File: config.mk
export PLATFORM = sky130hd
export DESIGN_NAME = cyc_codec
export DESIGN_NICKNAME = d
export VERILOG_FILES = /design/src/rtl/cyc_codec.sv
export SDC_FILE = /design/constraint.sdc
export NUM_CORES = 1
export LEC_CHECK = 0
export BUFFER_PORTS_ARGS = -buffer_cell sky130_fd_sc_hd__buf_2
export CAP_MARGIN = 5
export CORE_UTILIZATION = 35
export CTS_CLUSTER_DIAMETER = 150
export DETAILED_ROUTE_END_ITERATION = 10
export GPL_ROUTABILITY_DRIVEN = 1
export GPL_TIMING_DRIVEN = 0
export PLACE_DENSITY_LB_ADDON = 0.1
export SLEW_MARGIN = 20
export SYNTH_ARGS = -nofsm -noshare
export SYNTH_HDL_FRONTEND = slang
export SYNTH_SLANG_ARGS = --single-unit
File: constraint.sdc
create_clock -name clk -period 1.51 [get_ports clk]
set_input_delay 0.2265 -clock clk [delete_from_list [all_inputs] [get_ports clk]]
set_output_delay 0.2265 -clock clk [all_outputs]
set_load 0.02 [all_outputs]
File: src/rtl/cyc_codec.sv
module cyc_codec #(
  parameter int          Q     = 3,
  parameter int          K     = 4,
  parameter logic [Q-1:0] G_LOW = 3'b011
) (
  input  logic       clk,
  input  logic       rst,
  input  logic       start,
  input  logic [1:0] mode,
  input  logic       in_valid,
  input  logic       in_bit,
  output logic       out_valid,
  output logic       out_bit,
  output logic       busy,
  output logic       done,
  output logic       pass
);
  localparam int N  = K + Q;
  localparam int CW = $clog2(N + 1);

  typedef enum logic [1:0] {S_IDLE, S_LOAD, S_FLUSH} st_t;

  st_t          st;
  logic [1:0]   mode_q;
  logic [Q-1:0] sr;
  logic [CW-1:0] cnt;
  logic [Q-1:0] mul_taps;
  logic [Q-1:0] div_nxt;
  logic         fb, mul_out, is_chk, is_sys, last_in;

  for (genvar j = 0; j < Q; j++) begin : g_taps
    assign mul_taps[j] = G_LOW[Q-1-j];
  end

  assign is_chk  = mode_q[1];
  assign is_sys  = (mode_q == 2'b00);
  assign fb      = in_bit ^ sr[Q-1];
  assign div_nxt = {sr[Q-2:0], 1'b0} ^ ({Q{fb}} & G_LOW);
  assign mul_out = in_bit ^ (^(sr & mul_taps));
  assign last_in = is_chk ? (cnt == CW'(N - 1)) : (cnt == CW'(K - 1));
  assign busy    = (st != S_IDLE);

  always_ff @(posedge clk) begin
    if (rst) begin
      st        <= S_IDLE;
      mode_q    <= 2'b00;
      sr        <= '0;
      cnt       <= '0;
      out_valid <= 1'b0;
      out_bit   <= 1'b0;
      done      <= 1'b0;
      pass      <= 1'b0;
    end else begin
      out_valid <= 1'b0;
      done      <= 1'b0;
      pass      <= 1'b0;
      if (start) begin
        st     <= S_LOAD;
        mode_q <= mode;
        sr     <= '0;
        cnt    <= '0;
      end else begin
        case (st)
          S_LOAD: if (in_valid) begin
            cnt <= cnt + 1'b1;
            sr  <= (is_sys || is_chk) ? div_nxt : {sr[Q-2:0], in_bit};
            if (!is_chk) begin
              out_valid <= 1'b1;
              out_bit   <= is_sys ? in_bit : mul_out;
            end
            if (last_in) begin
              cnt <= '0;
              if (is_chk) begin
                done <= 1'b1;
                pass <= (div_nxt == '0);
                st   <= S_IDLE;
              end else begin
                st <= S_FLUSH;
              end
            end
          end
          S_FLUSH: begin
            out_valid <= 1'b1;
            out_bit   <= is_sys ? sr[Q-1] : ^(sr & mul_taps);
            sr        <= {sr[Q-2:0], 1'b0};
            cnt       <= cnt + 1'b1;
            if (cnt == CW'(Q - 1)) begin
              cnt <= '0;
              st  <= S_IDLE;
            end
          end
          default: ;
        endcase
      end
    end
  end

  p_idle_after_reset_r1: assert property (@(posedge clk)
    $past(rst) |-> (!busy && !out_valid && !done && !pass));

  p_echo_msg_r2: assert property (@(posedge clk) disable iff (rst)
    (st == S_LOAD && !start && in_valid && mode_q == 2'b00)
      |=> (out_valid && out_bit == $past(in_bit)));

  p_flush_contig_r3: assert property (@(posedge clk) disable iff (rst)
    (st == S_FLUSH && !start) |=> out_valid);

  p_pass_with_done_r5: assert property (@(posedge clk) disable iff (rst)
    pass |-> done);

  p_done_pulse_r6: assert property (@(posedge clk) disable iff (rst)
    done |=> !done);

  p_no_out_in_check_r6: assert property (@(posedge clk) disable iff (rst)
    !(done && out_valid));

  p_start_busy_r7: assert property (@(posedge clk) disable iff (rst)
    start |=> busy);
endmodule

==> metrics list, run 1 <==
- In the global route stage, overall resource usage came out at 15.61%.
- Number of placement rows: 17
* Initial antenna violation count: 0
* Sum of overflow across all layers after global routing: 0
* Element type at the critical path end: flop
- Once layout is complete, the utilization of the core stands at 48.42%.
* Area of the core region: 0.002212 sq mm
* DIE WIDTH: 50.35 microns
- Across all hold checks on the routed design, the worst slack comes to 184.4 ps.
* Vias in the first global route: 722
- Run status: finished with violations
* DRC: 0
* Number of maximum-capacitance constraint violations: 0
* Number of iterations in the first detailed-routing pass: 4
- By instance count, the leading cell after synthesis is sky130_fd_sc_hd__dfxtp_1.
- Insertion delay to the later sink of the worst-skew pair: 280 ps
- In this run the tightest slew margin relative to its limit is 74.73%.
- Final #Nets: 133
* Worst-Margin Slew: 376.5 ps
- The floorplan step set the die height to 50.35 microns.
- Synthesis produced a netlist with a net count of 109.
- Number of synthesized register bits: 14
- CP Cell Sequence: buf_6, ha_4, mux2_4, o21ai_4, buf_4, a211oi_1, nor3_1
- Once detailed placement completed, the half-perimeter wirelength came to 1202 microns.
* Final Setup Violations: 1
- Number of input and output port buffers inserted: 10
- Cell count after synthesis: 96
* Delay of the slowest critical-path stage: 370 ps
- For this design the ratio of total power to cell area is 764.0 mW/mm^2.
- Share of synthesized registers carrying an async set or reset: 0%
- Combined buffer and inverter count along the critical path: 2
- The synthesized design devotes to its leading area cell type 34.25% of total area.
- STA puts the critical path data required time at 1710 ps.
- In this run the number of H-tree levels came out at 1.
* CP max stage cell: sky130_fd_sc_hd__dfxtp_4
- Setup slack on the critical path of the routed design comes to -10.77 ps.
- Sequential share of the synthesized area: 34.25%
- Final critical delay including setup and external delays: 1521 ps
- STA classifies the critical path startpoint as a flop.
* Peak VDD IR: 0.3382 mV
- First-pass GRT wire length: 2939 microns
- After clock tree synthesis, the flow added hold-fix buffers numbering 0.
* Total power draw: 818.2 uW
* Clock transition at the register clock pins on the worst setup and hold paths after CTS: 90 ps
- Dividing the synthesized area by the synthesized cell count gives 8.524 sq um.
- In this run, CTS created clock tree buffers numbering 3.
- Maximum number of pins on one net before global-route repair: 10
- Failing checks: setup timing
- The number of failing hold endpoints at the final stage is 0.
- The routed layout has 739 vias.
* Layout cells sized above 1: 33.61%
- From synthesis to final layout, the design area changed by 30.89%.
- The die covers 0.002535 sq mm.
- Share of the clock period used by the worst path after layout: 100.7%
- Worst Setup Path Type: flop to flop
* Post-detailed-route count of antenna-violating nets: 0
* TritonCTS clock tree: built
- In the synthesized netlist the dominant register cell turns out to be sky130_fd_sc_hd__dfxtp_1.
- Setup repair after global routing could not meet its margin everywhere.
- Number of flops mapped to enable cells by yosys: 0
* Number of pins exceeding their max-slew limit in the final report: 0
* Detailed Route Iter0 Violations: 6
- Grouping stages by cell kind, the critical path spends the most delay in flip-flops.
- Detail-routed net length per standard cell: 11.97 microns
* Crit path arrival time: 1720 ps
* Peak clock frequency supported by timing: 657.6 MHz
- Total wirelength of the detailed-routed design: 1759 microns
* Summed instance area of the synthesized netlist: 818.3 sq um
* Clock root cell: sky130_fd_sc_hd__clkbuf_4
* Final Wtd Congestion: 0.7285
- Leak Pwr: 0.0004594 uW
- For this run, the number of Yosys warnings is 0.
- Along the worst path, the maximum fanout reaches 6.
- Post-synth top cells: 14 x sky130_fd_sc_hd__dfxtp_1, 13 x sky130_fd_sc_hd__nor2_1, 9 x sky130_fd_sc_hd__nand2_1
- Synth area leaders: sky130_fd_sc_hd__dfxtp_1 34%, sky130_fd_sc_hd__ha_1 9.2%, sky130_fd_sc_hd__nor2_1 6.0%
* Clock Skews: 4.144 ps
- Fill cells in the final layout number 224.
- Clock Path Buffers: 2
* Biggest area consumer among synthesized cells: sky130_fd_sc_hd__dfxtp_1
- TritonCTS Sinks: 14
* Drt via density: 5.027
- The initial utilization of the core area, before any placement, comes to 36.99%.
- Worst Hold Class: primary input to flop
- IO Count: 12
- Count of different cell masters after synthesis: 33
* Ant. Diodes: 0
flip-flops by register name (all words and copies together), names as in the netlist:
name       count
cnt            3
mode_q         2
out_bit        1
st             2
done           1
sr             3
pass           1
out_valid      1
tightest hold or removal path, delay by kind of cell:
kind,cells,cell delay [ps]
buf+inv,1,80
mux,1,50
simple gates,1,70
where the power goes:
group          total (uW)  internal, uW  switching, uW
clock                 276           147            129
combinational         151          75.1           75.8
sequential            392           381           11.0
total                 818           602            216
metrics by stage:
stage	setup TNS (ps)	cells	setup slack [ps]	area (sq um)
after floorplan	-1.881	96	-1.881	824.5
after global placement	-470.8	134	-161.9	909.6
after detailed placement	-552.2	134	-196.4	909.6
after CTS	-7.959	144	-7.959	1041
after global routing	-129.3	147	-58.83	1071
final	-10.77	147	-10.77	1071
kinds of logic after synthesis:
kind of cell | count (synthesis) | share of synthesized area [%]
buffers and inverters | 12 | 8.409
DFF | 14 | 34.25
adders and majority gates | 6 | 9.174
muxes | 4 | 5.199
and+or+nand+nor | 36 | 22.02
xor gates and xnor gates | 3 | 3.212
AOI/OAI and AO/OA | 21 | 17.74
layout make-up:
cell class	count	area, sq um	share of cell area [%]
inverter	8	32.53	3.037
sequential	14	285.3	26.64
multi-input combinational	70	519.2	48.48
timing repair buffer	20	128.9	12.03
clock buffer	4	36.28	3.388
tap	28	35.03	3.271
buffer	3	33.78	3.154
path summary, 6_finish.rpt:
kind | slack (ps) | start | end | cells after the start
setup / recovery | -10 | st[0]$_SDFFE_PP0P_ | st[0]$_SDFFE_PP0P_ | 7
hold / removal | 180 | mode[1] | mode_q[1]$_SDFFE_PP0P_ | 3
setup reg to reg | -10 | st[0]$_SDFFE_PP0P_ | st[0]$_SDFFE_PP0P_ | 7
hold reg to reg | 480 | sr[0]$_SDFFE_PP0P_ | sr[0]$_SDFFE_PP0P_ | 2
cell usage in the layout (no fill, tap or decap), types with 3 or more instances in the layout:
cell	instances
sky130_fd_sc_hd__nand2_1	9
sky130_fd_sc_hd__clkbuf_4	3
sky130_fd_sc_hd__nor2_1	13
sky130_fd_sc_hd__dfxtp_1	12
sky130_fd_sc_hd__ha_1	4
sky130_fd_sc_hd__buf_4	9
sky130_fd_sc_hd__nor3_1	4
sky130_fd_sc_hd__inv_1	5
sky130_fd_sc_hd__buf_6	4
sky130_fd_sc_hd__a21oi_1	5
sky130_fd_sc_hd__buf_2	10
routing by layer:
layer  GRT usage, %  vias to the layer above  share of wire, %
met2          26.89                       15                48
li1               -                      376                 -
met5              0                        -                 0
met1          17.28                      343                46
met4          9.722                        0               2.2
met3          3.333                        5               3.7
what timing repair did:
action / 4_1_cts / 5_1_grt
hold endpoints to repair: 0 / 0
setup endpoints to repair: 6 / 5
resized for setup: 13 / 3
pin swaps: 3 / 5
setup buffers: 6 / 4
No activity file was read; power rests on OpenSTA's default activity.
==> inputs of run 2 (changes only) <==
clock period = 1.3 ns   (was 1.51 ns; I/O delays follow)
==> metrics list, run 2 (synthesized netlist as in run 1, its figures left out) <==
- The max-slew violation total from the final report came to 0 (unchanged).
- Area of the core region: 0.002212 sq mm (unchanged)
- The actual slew at the worst max-slew pin came to 317.5 ps (-59.01 ps).
- The count of antenna-violating nets left after detailed routing was 0 (unchanged).
* First-pass GRT wire length: 3270 microns (+11%)
* DRC: 0 (unchanged)
- The via count of the first global-routing pass was 728 (+0.83%).
* Post-route core utilization: 52.55% (+4.1 points)
- In the final layout, the registers with the most flip-flops are cnt (3), sr (3).
* TritonCTS Sinks: 14 (unchanged)
* Final Wtd Congestion: 0.7518 (+3.2%)
* Share of the clock period used by the worst path after layout: 114.1% (+13 points)
- Fill cell count: 249 (+11%)
- The clock insertion delay at the later pin of the skew report is 280 ps (about the same).
- Count of vias placed by the detailed router: 764 (+3.4%)
- The number of iterations in the first detailed-routing pass is 4 (unchanged).
- The worst relative slew slack was 78.80% (+4.1 points).
- The count of H-tree levels built during CTS came to 1 (unchanged).
* Peak VDD IR: 0.7403 mV (+120%)
- Total die area: 0.002535 sq mm (unchanged)
- The routed length per placed instance is 13.78 microns (+15%).
- The proportion of layout cells with a drive suffix above 1 came to 44.54% (+11 points).
* Worst path required time: 1470 ps (-240 ps)
* Total track usage: 17.83% (+2.2 points)
- Worst Setup Path Type: flop to flop
- The overall power consumption came to 969.4 uW (+18%).
- Number of instances in the placed design: 134 (unchanged)
- The clock skew after layout was 0.9452 ps (-3.199 ps).
- The iteration-0 DRC count of the detailed router came to 10 (+4).
- The pin count of the biggest net entering global routing is 10 (unchanged).
- Drt via density: 5.197 (+3.4%)
- The leakage power came to 0.0004924 uW (+7.2%).
- The number of failing hold endpoints at the final stage is 0 (unchanged).
- The final critical delay including setup and external delays is 1483 ps (-37.92 ps).
- Failing checks: setup timing
- Synthesis-to-finish area growth: 42.05%
* Number of input and output port buffers inserted: 10 (unchanged)
* Final non-filler cell total: 147 (unchanged)
- Power density normalized to cell area: 834.0 mW/mm^2 (+9.2%)
- The y dimension of the die is 50.35 microns (unchanged).
* DIE WIDTH: 50.35 microns (unchanged)
- The final critical-path setup slack was -182.8 ps (-172.1 ps).
* Worst Hold Class: primary input to flop
- The initial antenna violation count came to 0 (unchanged).
- The run finished, with violations left.
- Number of placement rows: 17 (unchanged)
- RSZ-0062 raised after global routing: true
- The number of failing setup endpoints in the final timing report is 9 (+8).
- The top cell types in the final layout, fill and taps aside, are 12 x sky130_fd_sc_hd__nor2_1, 12 x sky130_fd_sc_hd__dfxtp_1, 9 x sky130_fd_sc_hd__buf_2, 8 x sky130_fd_sc_hd__buf_4, 7 x sky130_fd_sc_hd__nand2_1.
* Clock buffer count from CTS: 3 (unchanged)
- The detailed placement HPWL was 1263 microns (+5.1%).
- Final instance area: 0.001162 sq mm (+8.5%)
- The quantity of hold-fixing buffers added after cts was 0 (unchanged).
- The total congestion overflow came to 0 (unchanged).
* Clock Path Buffers: 2 (unchanged)
- Crit path arrival time: 1650 ps (-70 ps)
* TritonCTS clock tree: built
* Total wirelength of the detailed-routed design: 2025 microns (+15%)
- Element type at the critical path end: flop
- The antenna diode count is 0 (unchanged).
* Clock transition at the register clock pins on the worst setup and hold paths after CTS: 80 ps (about the same)
* Final #Nets: 133 (unchanged)
* Critical-path maximum fanout: 5 (-1)
* Clock root cell: sky130_fd_sc_hd__clkbuf_4
- The highest clock frequency the design can meet is 674.4 MHz (+2.6%).
* Number of maximum-capacitance constraint violations: 0 (unchanged)
* Kind of start point of the critical path: flop
* IO Count: 12 (unchanged)
- The effective utilization at floorplan is 36.99% (unchanged).
- The instance area after placement was 938.4 sq um (+3.2%).
- The setup total negative slack came to -904.0 ps (-893.2 ps).
==> run 2: cell count changes in the layout (fill, tap and decap cells not counted), moves of 2 or more <==
cell                      previous run  this run
sky130_fd_sc_hd__buf_6               4         6
sky130_fd_sc_hd__nand2_1             9         7
sky130_fd_sc_hd__nand2_4             0         2
sky130_fd_sc_hd__nor3_1              4         2
sky130_fd_sc_hd__nor3_2              0         2
==> run 2: critical path, cell delays in order (launching register included) <==
cell and delay, ps:
sky130_fd_sc_hd__dfxtp_4 390, sky130_fd_sc_hd__inv_4 40, sky130_fd_sc_hd__ha_4 170, sky130_fd_sc_hd__mux2_4 290, sky130_fd_sc_hd__a32o_1 210, sky130_fd_sc_hd__a31oi_1 180, sky130_fd_sc_hd__a211oi_1 90
==> run 2: path summary, 6_finish.rpt <==
path         slack (ps)                endpoint  depth (start not counted)               start
max reg2reg        -180    out_bit$_SDFFE_PP0P_                          6  st[0]$_SDFFE_PP0P_
min                 160  mode_q[0]$_SDFFE_PP0P_                          3             mode[0]
min reg2reg         470      sr[0]$_SDFFE_PP0P_                          2  sr[0]$_SDFFE_PP0P_
max                -180    out_bit$_SDFFE_PP0P_                          6  st[0]$_SDFFE_PP0P_
==> run 2: final cells by class <==
| class | instances | area, sq um | area share (%) |
|---|---|---|---|
| Multi-Input combinational cell | 70 | 595.6 | 51.24 |
| Buffer | 3 | 33.78 | 2.906 |
| Tap cell | 28 | 35.03 | 3.014 |
| Inverter | 8 | 35.03 | 3.014 |
| Clock buffer | 4 | 36.28 | 3.122 |
| Sequential cell | 14 | 287.8 | 24.76 |
| Timing Repair Buffer | 20 | 138.9 | 11.95 |
==> run 2: report_power, final <==
part	switching (uW)	total, uW	internal, uW
registers	15.3	455	440
logic	101	196	95.1
clock network	147	318	171
total	264	969	706
==> run 2: what timing repair did <==
action,4_1_cts,5_1_grt
setup buffers,7,3
pin swaps,11,5
hold endpoints to repair,0,0
gates resized for setup,21,9
setup endpoints to repair,11,11
==> run 2: per-stage QoR <==
| step | hold WS, ps | setup WS (ps) |
|---|---|---|
| floorplan | 266.8 | -143.5 |
| global placement | 435.2 | -251.0 |
| detailed placement | 441.5 | -289.6 |
| CTS | 149.0 | -165.9 |
| global route | 165.6 | -219.8 |
| finish | 157.2 | -182.8 |
==> run 2: per-layer routing <==
metal / wire length, microns / up-vias / share of wire (%) / global-route usage (%)
li1: - / 376 / - / -
met3: 83 / 2 / 4.1 / 6.061
met1: 927 / 370 / 46 / 21.88
met4: 26 / 0 / 1.3 / 9.722
met5: 0 / - / 0 / 0
met2: 988 / 16 / 49 / 27.11
